**src/rtl/tlbw_pkg.sv**
```systemverilog
package tlbw_pkg;

    // Bit positions inside the diagnostic write word
    localparam int DIAG_HOST_BIT  = 0;
    localparam int DIAG_GUEST_BIT = 1;

    typedef enum logic [1:0] {
        TGT_NONE  = 2'd0,
        TGT_HOST  = 2'd1,
        TGT_GUEST = 2'd2
    } tgt_e;

endpackage

```
**src/rtl/tlbw_random.sv**
```systemverilog
module tlbw_random #(
    parameter int                HOST_N   = 64,
    parameter int                GUEST_N  = 1024,
    parameter int                LFSR_W   = 16,
    parameter logic [LFSR_W-1:0] TAPS     = 16'hB400,
    parameter logic [LFSR_W-1:0] SEED     = 16'hACE1,
    parameter int                HOST_AW  = $clog2(HOST_N),
    parameter int                GUEST_AW = $clog2(GUEST_N)
) (
    input  logic                clk,
    input  logic                rst_n,
    output logic [HOST_AW-1:0]  host_pick_o,
    output logic [GUEST_AW-1:0] guest_pick_o
);

    logic [LFSR_W-1:0] lfsr_d, lfsr_q;

    // Galois step, taken every cycle
    always_comb begin
        lfsr_d = lfsr_q >> 1;
        if (lfsr_q[0]) begin
            lfsr_d = lfsr_d ^ TAPS;
        end
    end

    always_ff @(posedge clk) begin
        if (!rst_n) begin
            lfsr_q <= SEED;
        end else begin
            lfsr_q <= lfsr_d;
        end
    end

    assign host_pick_o  = HOST_AW'(lfsr_q % LFSR_W'(HOST_N));
    assign guest_pick_o = GUEST_AW'(lfsr_q % LFSR_W'(GUEST_N));


    lfsr_nonzero_chk: assert property (@(posedge clk) disable iff (!rst_n)
        lfsr_q != '0);


    lfsr_moves_chk: assert property (@(posedge clk) disable iff (!rst_n)
        rst_n |=> !$stable(lfsr_q));

endmodule

```
**src/rtl/tlbw_decode.sv**
```systemverilog
module tlbw_decode
    import tlbw_pkg::*;
#(
    parameter int                HOST_N          = 64,
    parameter int                GUEST_N         = 1024,
    parameter int                MASK_W          = 16,
    parameter logic [MASK_W-1:0] GUEST_PAGE_MASK = '0,
    parameter int                IDX_W           = $clog2(HOST_N + GUEST_N),
    parameter int                HOST_AW         = $clog2(HOST_N),
    parameter int                GUEST_AW        = $clog2(GUEST_N)
) (
    input  logic [IDX_W-1:0]    index_i,
    input  logic                cmd_idx_i,
    input  logic                cmd_rnd_i,
    input  logic [MASK_W-1:0]   mask_i,
    input  logic [HOST_AW-1:0]  host_pick_i,
    input  logic [GUEST_AW-1:0] guest_pick_i,
    output tgt_e                tgt_o,
    output logic [HOST_AW-1:0]  host_addr_o,
    output logic [GUEST_AW-1:0] guest_addr_o,
    output logic                err_o,
    output logic                rnd_used_o,
    output logic [IDX_W-1:0]    rnd_flat_o
);

    localparam logic [IDX_W:0]   HOST_LIM  = (IDX_W+1)'(HOST_N);
    localparam logic [IDX_W:0]   TOTAL_LIM = (IDX_W+1)'(HOST_N + GUEST_N);
    localparam logic [IDX_W-1:0] GUEST_BASE = IDX_W'(HOST_N);

    logic [IDX_W:0]   index_ext;
    logic [IDX_W-1:0] guest_rel;

    assign index_ext = {1'b0, index_i};
    assign guest_rel = index_i - GUEST_BASE;

    always_comb begin
        tgt_o        = TGT_NONE;
        host_addr_o  = host_pick_i;
        guest_addr_o = guest_pick_i;
        err_o        = 1'b0;
        rnd_used_o   = 1'b0;
        rnd_flat_o   = '0;
        if (cmd_idx_i) begin
            // indexed command wins over a random one in the same cycle
            if (index_ext < HOST_LIM) begin
                tgt_o       = TGT_HOST;
                host_addr_o = index_i[HOST_AW-1:0];
            end else if (index_ext < TOTAL_LIM) begin
                tgt_o        = TGT_GUEST;
                guest_addr_o = guest_rel[GUEST_AW-1:0];
            end else begin
                err_o = 1'b1;
            end
        end else if (cmd_rnd_i) begin
            rnd_used_o = 1'b1;
            if (mask_i == GUEST_PAGE_MASK) begin
                tgt_o      = TGT_GUEST;
                rnd_flat_o = GUEST_BASE + IDX_W'(guest_pick_i);
            end else begin
                tgt_o      = TGT_HOST;
                rnd_flat_o = IDX_W'(host_pick_i);
            end
        end
    end

endmodule

```
**src/rtl/tlbw_valid.sv**
```systemverilog
module tlbw_valid #(
    parameter int DEPTH = 64,
    parameter int AW    = $clog2(DEPTH)
) (
    input  logic             clk,
    input  logic             rst_n,
    input  logic             flush_i,
    input  logic             we_i,
    input  logic [AW-1:0]    addr_i,
    output logic [DEPTH-1:0] valid_o
);

    logic [DEPTH-1:0] valid_d, valid_q;

    // Flush first, then the write, so a same-cycle write survives
    always_comb begin
        valid_d = valid_q;
        if (flush_i) begin
            valid_d = '0;
        end
        if (we_i) begin
            valid_d[addr_i] = 1'b1;
        end
    end

    always_ff @(posedge clk) begin
        if (!rst_n) begin
            valid_q <= '0;
        end else begin
            valid_q <= valid_d;
        end
    end

    assign valid_o = valid_q;


    flush_clears_chk: assert property (@(posedge clk) disable iff (!rst_n)
        flush_i && !we_i |=> valid_o == '0);


    write_sets_chk: assert property (@(posedge clk) disable iff (!rst_n)
        we_i |=> valid_o[$past(addr_i)]);


    flush_write_chk: assert property (@(posedge clk) disable iff (!rst_n)
        flush_i && we_i |=> $countones(valid_o) == 1);

endmodule

```
**src/rtl/tlb_write_ctrl.sv**
```systemverilog
module tlb_write_ctrl
    import tlbw_pkg::*;
#(
    parameter int                HOST_N          = 64,
    parameter int                GUEST_N         = 1024,
    parameter int                MASK_W          = 16,
    parameter int                BODY_W          = 48,
    parameter logic [MASK_W-1:0] GUEST_PAGE_MASK = '0,
    parameter int                LFSR_W          = 16,
    parameter int                IDX_W           = $clog2(HOST_N + GUEST_N),
    parameter int                HOST_AW         = $clog2(HOST_N),
    parameter int                GUEST_AW        = $clog2(GUEST_N)
) (
    input  logic                clk,
    input  logic                rst_n,
    input  logic                index_wr,
    input  logic [IDX_W-1:0]    index_wdata,
    input  logic                diag_wr,
    input  logic [1:0]          diag_wdata,
    input  logic                write_indexed,
    input  logic                write_random,
    input  logic [MASK_W-1:0]   entry_mask,
    input  logic [BODY_W-1:0]   entry_body,
    output logic [IDX_W-1:0]    index_rd,
    output logic [IDX_W-1:0]    random_rd,
    output logic                index_err,
    output logic                host_we,
    output logic [HOST_AW-1:0]  host_addr,
    output logic                guest_we,
    output logic [GUEST_AW-1:0] guest_addr,
    output logic [MASK_W-1:0]   wr_mask,
    output logic [BODY_W-1:0]   wr_body,
    output logic                host_flush,
    output logic                guest_flush,
    output logic [HOST_N-1:0]   host_valid,
    output logic [GUEST_N-1:0]  guest_valid
);

    localparam logic [IDX_W:0] HOST_LIM = (IDX_W+1)'(HOST_N);

    typedef struct packed {
        logic [IDX_W-1:0]    index;
        logic [IDX_W-1:0]    rand_flat;
        logic                err;
        logic                host_we;
        logic                guest_we;
        logic [HOST_AW-1:0]  host_addr;
        logic [GUEST_AW-1:0] guest_addr;
        logic [MASK_W-1:0]   mask;
        logic [BODY_W-1:0]   body;
        logic                host_fl;
        logic                guest_fl;
    } regs_t;

    regs_t r_d, r_q;

    logic [HOST_AW-1:0]  host_pick;
    logic [GUEST_AW-1:0] guest_pick;
    tgt_e                dec_tgt;
    logic [HOST_AW-1:0]  dec_host_addr;
    logic [GUEST_AW-1:0] dec_guest_addr;
    logic                dec_err;
    logic                dec_rnd_used;
    logic [IDX_W-1:0]    dec_rnd_flat;
    logic                host_fl_req;
    logic                guest_fl_req;
    logic                host_wr_req;
    logic                guest_wr_req;

    tlbw_random #(
        .HOST_N   (HOST_N),
        .GUEST_N  (GUEST_N),
        .LFSR_W   (LFSR_W),
        .HOST_AW  (HOST_AW),
        .GUEST_AW (GUEST_AW)
    ) i_random (
        .clk          (clk),
        .rst_n        (rst_n),
        .host_pick_o  (host_pick),
        .guest_pick_o (guest_pick)
    );

    tlbw_decode #(
        .HOST_N          (HOST_N),
        .GUEST_N         (GUEST_N),
        .MASK_W          (MASK_W),
        .GUEST_PAGE_MASK (GUEST_PAGE_MASK),
        .IDX_W           (IDX_W),
        .HOST_AW         (HOST_AW),
        .GUEST_AW        (GUEST_AW)
    ) i_decode (
        .index_i      (r_q.index),
        .cmd_idx_i    (write_indexed),
        .cmd_rnd_i    (write_random),
        .mask_i       (entry_mask),
        .host_pick_i  (host_pick),
        .guest_pick_i (guest_pick),
        .tgt_o        (dec_tgt),
        .host_addr_o  (dec_host_addr),
        .guest_addr_o (dec_guest_addr),
        .err_o        (dec_err),
        .rnd_used_o   (dec_rnd_used),
        .rnd_flat_o   (dec_rnd_flat)
    );

    assign host_fl_req  = diag_wr && diag_wdata[DIAG_HOST_BIT];
    assign guest_fl_req = diag_wr && diag_wdata[DIAG_GUEST_BIT];
    assign host_wr_req  = (dec_tgt == TGT_HOST);
    assign guest_wr_req = (dec_tgt == TGT_GUEST);

    always_comb begin
        r_d          = r_q;
        r_d.host_we  = host_wr_req;
        r_d.guest_we = guest_wr_req;
        r_d.host_fl  = host_fl_req;
        r_d.guest_fl = guest_fl_req;
        if (index_wr) begin
            r_d.index = index_wdata;
        end
        if (dec_err) begin
            r_d.err = 1'b1;
        end
        if (dec_rnd_used) begin
            r_d.rand_flat = dec_rnd_flat;
        end
        if (host_wr_req) begin
            r_d.host_addr = dec_host_addr;
        end
        if (guest_wr_req) begin
            r_d.guest_addr = dec_guest_addr;
        end
        if (host_wr_req || guest_wr_req) begin
            r_d.mask = entry_mask;
            r_d.body = entry_body;
        end
    end

    always_ff @(posedge clk) begin
        if (!rst_n) begin
            r_q <= '0;
        end else begin
            r_q <= r_d;
        end
    end

    tlbw_valid #(
        .DEPTH (HOST_N),
        .AW    (HOST_AW)
    ) i_host_valid (
        .clk     (clk),
        .rst_n   (rst_n),
        .flush_i (host_fl_req),
        .we_i    (host_wr_req),
        .addr_i  (dec_host_addr),
        .valid_o (host_valid)
    );

    tlbw_valid #(
        .DEPTH (GUEST_N),
        .AW    (GUEST_AW)
    ) i_guest_valid (
        .clk     (clk),
        .rst_n   (rst_n),
        .flush_i (guest_fl_req),
        .we_i    (guest_wr_req),
        .addr_i  (dec_guest_addr),
        .valid_o (guest_valid)
    );

    assign index_rd    = r_q.index;
    assign random_rd   = r_q.rand_flat;
    assign index_err   = r_q.err;
    assign host_we     = r_q.host_we;
    assign host_addr   = r_q.host_addr;
    assign guest_we    = r_q.guest_we;
    assign guest_addr  = r_q.guest_addr;
    assign wr_mask     = r_q.mask;
    assign wr_body     = r_q.body;
    assign host_flush  = r_q.host_fl;
    assign guest_flush = r_q.guest_fl;


    one_array_chk: assert property (@(posedge clk) disable iff (!rst_n)
        $onehot0({host_we, guest_we}));


    index_load_chk: assert property (@(posedge clk) disable iff (!rst_n)
        index_wr |=> index_rd == $past(index_wdata));


    err_sticky_chk: assert property (@(posedge clk) disable iff (!rst_n)
        index_err |=> index_err);


    err_no_write_chk: assert property (@(posedge clk) disable iff (!rst_n)
        write_indexed && {1'b0, r_q.index} >= (IDX_W+1)'(HOST_N + GUEST_N) |=> !host_we && !guest_we);


    rand_guest_range_chk: assert property (@(posedge clk) disable iff (!rst_n)
        guest_we && $past(write_random && !write_indexed) |-> {1'b0, random_rd} >= HOST_LIM);


    rand_host_range_chk: assert property (@(posedge clk) disable iff (!rst_n)
        host_we && $past(write_random && !write_indexed) |-> {1'b0, random_rd} < HOST_LIM);


    host_pulse_chk: assert property (@(posedge clk) disable iff (!rst_n)
        host_flush |-> $past(diag_wr && diag_wdata[DIAG_HOST_BIT]));


    guest_pulse_chk: assert property (@(posedge clk) disable iff (!rst_n)
        guest_flush |-> $past(diag_wr && diag_wdata[DIAG_GUEST_BIT]));

endmodule

```
**config.mk**
```make
export PLATFORM = sky130hd
export DESIGN_NAME = tlb_write_ctrl
export DESIGN_NICKNAME = d
export VERILOG_FILES = /design/src/rtl/tlbw_pkg.sv /design/src/rtl/tlbw_random.sv /design/src/rtl/tlbw_decode.sv /design/src/rtl/tlbw_valid.sv /design/src/rtl/tlb_write_ctrl.sv
export SDC_FILE = /design/constraint.sdc
export NUM_CORES = 2
export LEC_CHECK = 0
export CAP_MARGIN = 20
export CORE_AREA = 2 2 500 502
export CTS_BUF_LIST = sky130_fd_sc_hd__clkbuf_4
export DETAILED_ROUTE_END_ITERATION = 8
export DIE_AREA = 0 0 502 504
export GPL_TIMING_DRIVEN = 0
export SLEW_MARGIN = 20
export SYNTH_ARGS = -nofsm -noshare
export SYNTH_HDL_FRONTEND = slang
export SYNTH_SLANG_ARGS = --single-unit
```
**constraint.sdc**
```tcl
create_clock -name clk -period 3.67 [get_ports clk]
set_input_delay 0.734 -clock clk [delete_from_list [all_inputs] [get_ports clk]]
set_output_delay 0.734 -clock clk [all_outputs]
set_load 0.02 [all_outputs]
```
Word-level counts from Yosys, hierarchy flattened
Cells that the tools add are included.
Storage, ports and cells
  register bits after elaboration: 1211
  output and inout port bits: 1195
  input port bits: 83
  word-level logic and storage cells: 60
Cells by class
  $add $sub $neg: 2
  eq/ne operators: 2
  bitwise gates (word level): 3
  order comparisons: 6
  reduce and logical (&&, ||, !) cells: 6
  mux-type cells: 27
Operator list (count)
  $mux 1024: 2
  $or 1024x1024->1024: 1
  $mux 64: 2
  $or 64x64->64: 1
  $mux 11: 3
  $mux 10: 3
  $logic_not 16->1: 1
  $mux 16: 1
  $mux 6: 2
  $add 7x10->11 const A: 1
  $lt 10x11->1 const B: 1
  $lt 11x11->1 const B: 1
  $lt 11x7->1 const B: 1
  $demux 1 s10: 1
  $ge 10x1->1 const B: 1
  $mux 2: 5
  $sub 10x7->10 const B: 1
  $lt 6x7->1 const B: 1
  $mux 1: 7
  $demux 1 s6: 1
  $ge 6x1->1 const B: 1
  $logic_and 1x1->1: 4
  $not 3->4: 1
  $eq 2x1->1 const B: 1
  other kinds (2): 2

Depth between registers and ports, before layout
  depth in word-level cells: 10
  mapped depth: 15
  mapped depth without buffers: 11

By module
Synthesis repeated with hierarchy kept, for this count alone.
Second synthesis, totals
  cells, all modules: 3669
  area total of the unflattened synthesis: 39157.6 um^2
Modules (own cells, without submodules)
  tlbw_valid (i_guest_valid): cells an instance 3032, sequential area each 20499.7 um^2, area an instance 31726.7 um^2, instances 1
  tlb_write_ctrl: cells an instance 346, sequential area each 2142.1 um^2, area an instance 4112.7 um^2, instances 1
  tlbw_valid (i_host_valid): cells an instance 166, sequential area each 1281.2 um^2, area an instance 2194.6 um^2, instances 1
  tlbw_random: cells an instance 52, sequential area each 320.3 um^2, area an instance 573.0 um^2, instances 1
  tlbw_decode: cells an instance 73, sequential area each 0.0 um^2, area an instance 550.5 um^2, instances 1

Worst setup path before layout
Ideal clock, no wire load.
  path kind: reg2reg
  start point: reg r_q, in the netlist index_rd[7]
  end point: reg i_guest_valid.valid_q[132] (netlist: i_guest_valid.valid_o[132])
  data required time: 3.542 ns
  slack: 0.055 ns
  clock period less this slack: 3.615 ns
  path buffers: 7
  setup time: 0.128 ns
  stages on the path, launching flop included: 16
  arrival time: 3.486 ns
  cell sequence: dfxtp_1 -> buf_6 -> nor4_4 -> mux2i_1 -> buf_4 -> buf_6 -> buf_2 -> clkbuf_1 -> o21ai_0 -> ha_1 -> clkbuf_1 -> nand3b_1 -> nor3_1 -> o21ai_0 -> clkbuf_1 -> o21ai_0
RTL lines
  start: declaration: line tlb_write_ctrl.sv:55  | regs_t r_d, r_q;
  start signal: assignment: line tlb_write_ctrl.sv:142  | r_q <= r_d;
  $lt 11x11->1: line tlbw_decode.sv:48  | end else if (index_ext < TOTAL_LIM) begin
  $mux 2: line tlbw_decode.sv:48
  $mux 2 *: line tlbw_decode.sv:45  | if (index_ext < HOST_LIM) begin
  $mux 2 *: line tlbw_decode.sv:43  | if (cmd_idx_i) begin
  $eq 2x2->1 *: line tlb_write_ctrl.sv:109  | assign guest_wr_req = (dec_tgt == TGT_GUEST);
  named net guest_wr_req: line tlb_write_ctrl.sv:68  | logic guest_wr_req;
  $mux 1024 *: line tlbw_valid.sv:21  | if (we_i) begin
  end signal: assignment: line tlbw_valid.sv:30  | valid_q <= valid_d;
  end: declaration: line tlbw_valid.sv:13  | logic [DEPTH-1:0] valid_d, valid_q;
Mark *: on every way through the listed nets, which the timed path passes. The rest lies on a longest branch.
A chain may end at the register's enable or synchronous reset.

Worst setup path in the final report
  start point: reg r_q, in the netlist index_rd[8]
  end point: reg i_guest_valid.valid_q[812] (netlist: i_guest_valid.valid_o[812])
The elaborated chain is that of the path after synthesis.

==> impl_metrics.csv <==
group,metric,value,unit
outcome,outcome,"finished clean",
setup_path,worstSetupEndpointType,"flop",
global_routing,use_met2,0.330,
power_and_ir_drop,clockPowerShare,0.444,
sta,layout_min_cycle_time,3.51,ns
final_layout,fillers,26600,
route,drt_pass1_iterations,7,
yosys,synth_top_area_cell,"dfxtp_1",
clock_network,clock_latency,1.29,ns
floorplanning,start_util,0.161,
placement,port_buffers,1277,
setup_path,r2r_start,"index_rd[8]",
setup_path,arrival,4.56,ns
power_and_ir_drop,switchingPower,7.77,mW
sta,setup-tns-final,0,ns
sta,slew_headroom,0.198,
route,routed_via_density,4.29,
sta,setup_viol,0,
yosys,synthFlopType,"dfxtp_1",
route,route.vias.total,42400,
clock_network,clkSinkCount,1211,
route,antenna_left,0,
sta,rsz0062_at_grt,"no",
min_path,worstHoldStart,"entry_body[34]",
clock_network,cts_tree,"yes",
yosys,yosysWarnings,0,
floorplanning,core,248000,µm²
power_and_ir_drop,swShare,0.275,
yosys,ys_types,58,
yosys,yosysMostFrequentCell,"dfxtp_1",
job,cap_violations,0,
setup_path,crit_path_start,"index_rd[8]",
power_and_ir_drop,p_comb_frac,0.082,
route,drc_errors,0,
yosys,yosys_register_bits,1211,
floorplanning,fp.dieH,504,µm
floorplanning,fp.dieW,502,µm
clock_network,path_clk_slew,0.06,ns
yosys,syn_avg_cell_area,8.86,µm²
setup_path,cp_max_fo,10,
clock_network,clk_path_buf_depth,4,
placement,placed_area,58000,µm²
power_and_ir_drop,ir_worst_vdd,252,µV
yosys,synth.top_cell.area_share,0.607,
yosys,async_flop_share,0,
route,finalWirelength,267,mm
sta,worst_clock_skew,0.154,ns
global_routing,met1_usage,0.234,
power_and_ir_drop,power_density,435,nW/µm²
sta,finalCritPeriodShare,0.957,
final_layout,area_growth,62.4,%
yosys,syn_inst,4511,
sta,worst_slew_pin_slew,1.20,ns
global_routing,gr-usage-all-layers,0.202,
clock_network,cts_buffers,348,
global_routing,grt_max_degree,17,
power_and_ir_drop,seqPwrFrac,0.474,
setup_path,crit_type,"reg -> reg",
sta,drv_slew,0,
placement,gp_congestion,0.901,
yosys,syn_nets,4598,
global_routing,antenna_found_initial,72,
clock_network,htreeDepth,5,
power_and_ir_drop,power.leakage,22.6,nW
setup_path,worstSetupStartpointType,"flop",
global_routing,grt_pass1_vias,41000,
route,drt_iter0_drc,3296,
final_layout,drive_above_1_share,0.146,
global_routing,grt_use_met3,0.0752,
yosys,synth_common_cells,"1,211 x dfxtp_1, 1,076 x nand2_1, 997 x o21ai_0",
yosys,ys_seq_area_frac,0.607,
sta,fmax,285,MHz
power_and_ir_drop,power.internal,20.5,mW
global_routing,grt_pass1_wl,350,mm
yosys,synth_edf_count,0,
sta,final_hold_viol_count,0,
yosys,synth.area.top_cells,"dfxtp_1 61%, o21ai_0 12%, nand2_1 10%",
floorplanning,ioPinCount,1278,
setup_path,required,4.72,ns
final_layout,final_nets,6376,
final_layout,final_area,64900,µm²
global_routing,grt_busiest_layer,"met2",
placement,hpwl,210,mm
route,wl_per_cell,27.0,µm
clock_network,root_buffer,"clkbuf_4",
min_path,min_path_type,"in -> reg",
yosys,synth_area,40000,µm²
global_routing,grt_overflow_total,0,
floorplanning,die-area,253000,µm²
floorplanning,rows,183,
-- stage by stage --
step	total power, mW	util	cells	hold slack, ns	worst slack (ns)
finish	28.3	0.262	9885	0.264	0.159
global route	29.5	0.262	9854	0.0658	0.00270
CTS	28.6	0.261	9839	0.00671	0.000152
detailed placement	15.8	0.234	9165	0.394	-3.05
global placement	15.8	0.230	9118	0.396	-5.36
floorplan	14.7	-	4511	0.386	0.0553
-- repair_timing --
item	in CTS	in global routing
gates cloned	2	0
buffers inserted	51	7
pin swaps	31	4
setup endpoints to repair	1172	759
hold endpoints to repair	55	0
gates resized for setup	280	106
hold buffers	56	0
-- placed cells by master (no fill, tap or decap), types with 22 or more instances in the layout --
| master | synthesis | final |
|---|---|---|
| nor3_1 | 99 | 69 |
| buf_12 | 0 | 34 |
| clkbuf_2 | 69 | 70 |
| dlygate4sd3_1 | 0 | 56 |
| o21ai_0 | 997 | 968 |
| mux2i_1 | 81 | 81 |
| nor2_1 | 193 | 189 |
| clkbuf_1 | 300 | 205 |
| buf_2 | 25 | 29 |
| nand3_1 | 44 | 40 |
| clkbuf_4 | 0 | 511 |
| buf_4 | 7 | 46 |
| a21oi_1 | 63 | 51 |
| diode_2 | 0 | 46 |
| clkdlybuf4s50_1 | 0 | 1275 |
| dfxtp_1 | 1211 | 1210 |
| a22oi_1 | 82 | 80 |
| nand2_1 | 1076 | 1068 |
| nand2b_1 | 26 | 22 |
| buf_6 | 7 | 24 |
| clkinv_1 | 0 | 46 |
| clkbuf_8 | 0 | 31 |
| o21ai_1 | 37 | 35 |
-- power groups by stage --
stage / combinational (mW) / clock, mW / sequential [mW]
6_report: 2.31 / 12.6 / 13.4
5_1_grt: 2.43 / 13.6 / 13.4
4_1_cts: 2.30 / 13.0 / 13.4
3_5_place_dp: 2.16 / 0 / 13.7
3_3_place_gp: 2.08 / 0 / 13.7
2_1_floorplan: 0.881 / 0 / 13.8
-- final cells by class --
class                      count  area, µm²  area share
sequential                  1211      24200       0.374
timing repair buffer        1440      14900       0.230
multi-input combinational   2868      14700       0.226
tap                         3330       4170      0.0642
clock buffer                 488       3660      0.0565
buffer                       405       2540      0.0391
clock inverter                82        505     0.00779
antenna                       46        115     0.00177
inverter                      15       60.1    0.000926
-- registers in the layout (all words and copies together) (netlist names), 6 cells and up --
name / count
wr_body: 48
i_guest_valid.valid_o: 1024
index_rd: 11
wr_mask: 16
guest_addr: 10
i_host_valid.valid_o: 64
host_addr: 6
i_random.lfsr_q: 16
random_rd: 11
-- critical path, cell delays in order, from the launching register on --
cell,delay [ns]
dfxtp_1,0.33
buf_2,0.18
nor4_4,0.32
mux2i_1,0.30
buf_6,0.16
buf_12,0.14
clkbuf_16,0.17
o21ai_2,0.08
ha_4,0.20
clkbuf_16,0.17
nand3b_1,0.11
buf_6,0.19
nor3_2,0.07
o21ai_4,0.22
buf_16,0.18
clkbuf_4,0.31
o21ai_0,0.13
-- cell families (layout without fill, tap and decap cells) --
group | after synthesis | count (layout) | synth area share
AOI/OAI and AO/OA | 1250 | 1250 | 0.168
xor gates and xnor gates | 7 | 7 | 0.00153
adders and majority gates | 4 | 4 | 0.00125
buffers and inverters | 432 | 2430 | 0.0455
DFF | 1211 | 1211 | 0.607
muxes | 83 | 83 | 0.0210
other | 0 | 46 | 0
and+or+nand+nor | 1524 | 1524 | 0.156
-- path summary, 6_finish.rpt --
| check | cells after the start | end | slack (ns) |
|---|---|---|---|
| max | 16 | i_guest_valid.valid_o[812] | 0.16 |
| max reg2reg | 16 | i_guest_valid.valid_o[812] | 0.16 |
| min reg2reg | 1 | i_random.lfsr_q[11] | 0.37 |
| min | 3 | wr_body[34] | 0.26 |
-- routing by layer --
layer	vias up	wire length [µm]
li1	18900	-
met5	-	167
met2	2351	123000
met4	26	11800
met1	20600	105000
met3	534	27300
No activity file was read; power rests on OpenSTA's default activity.
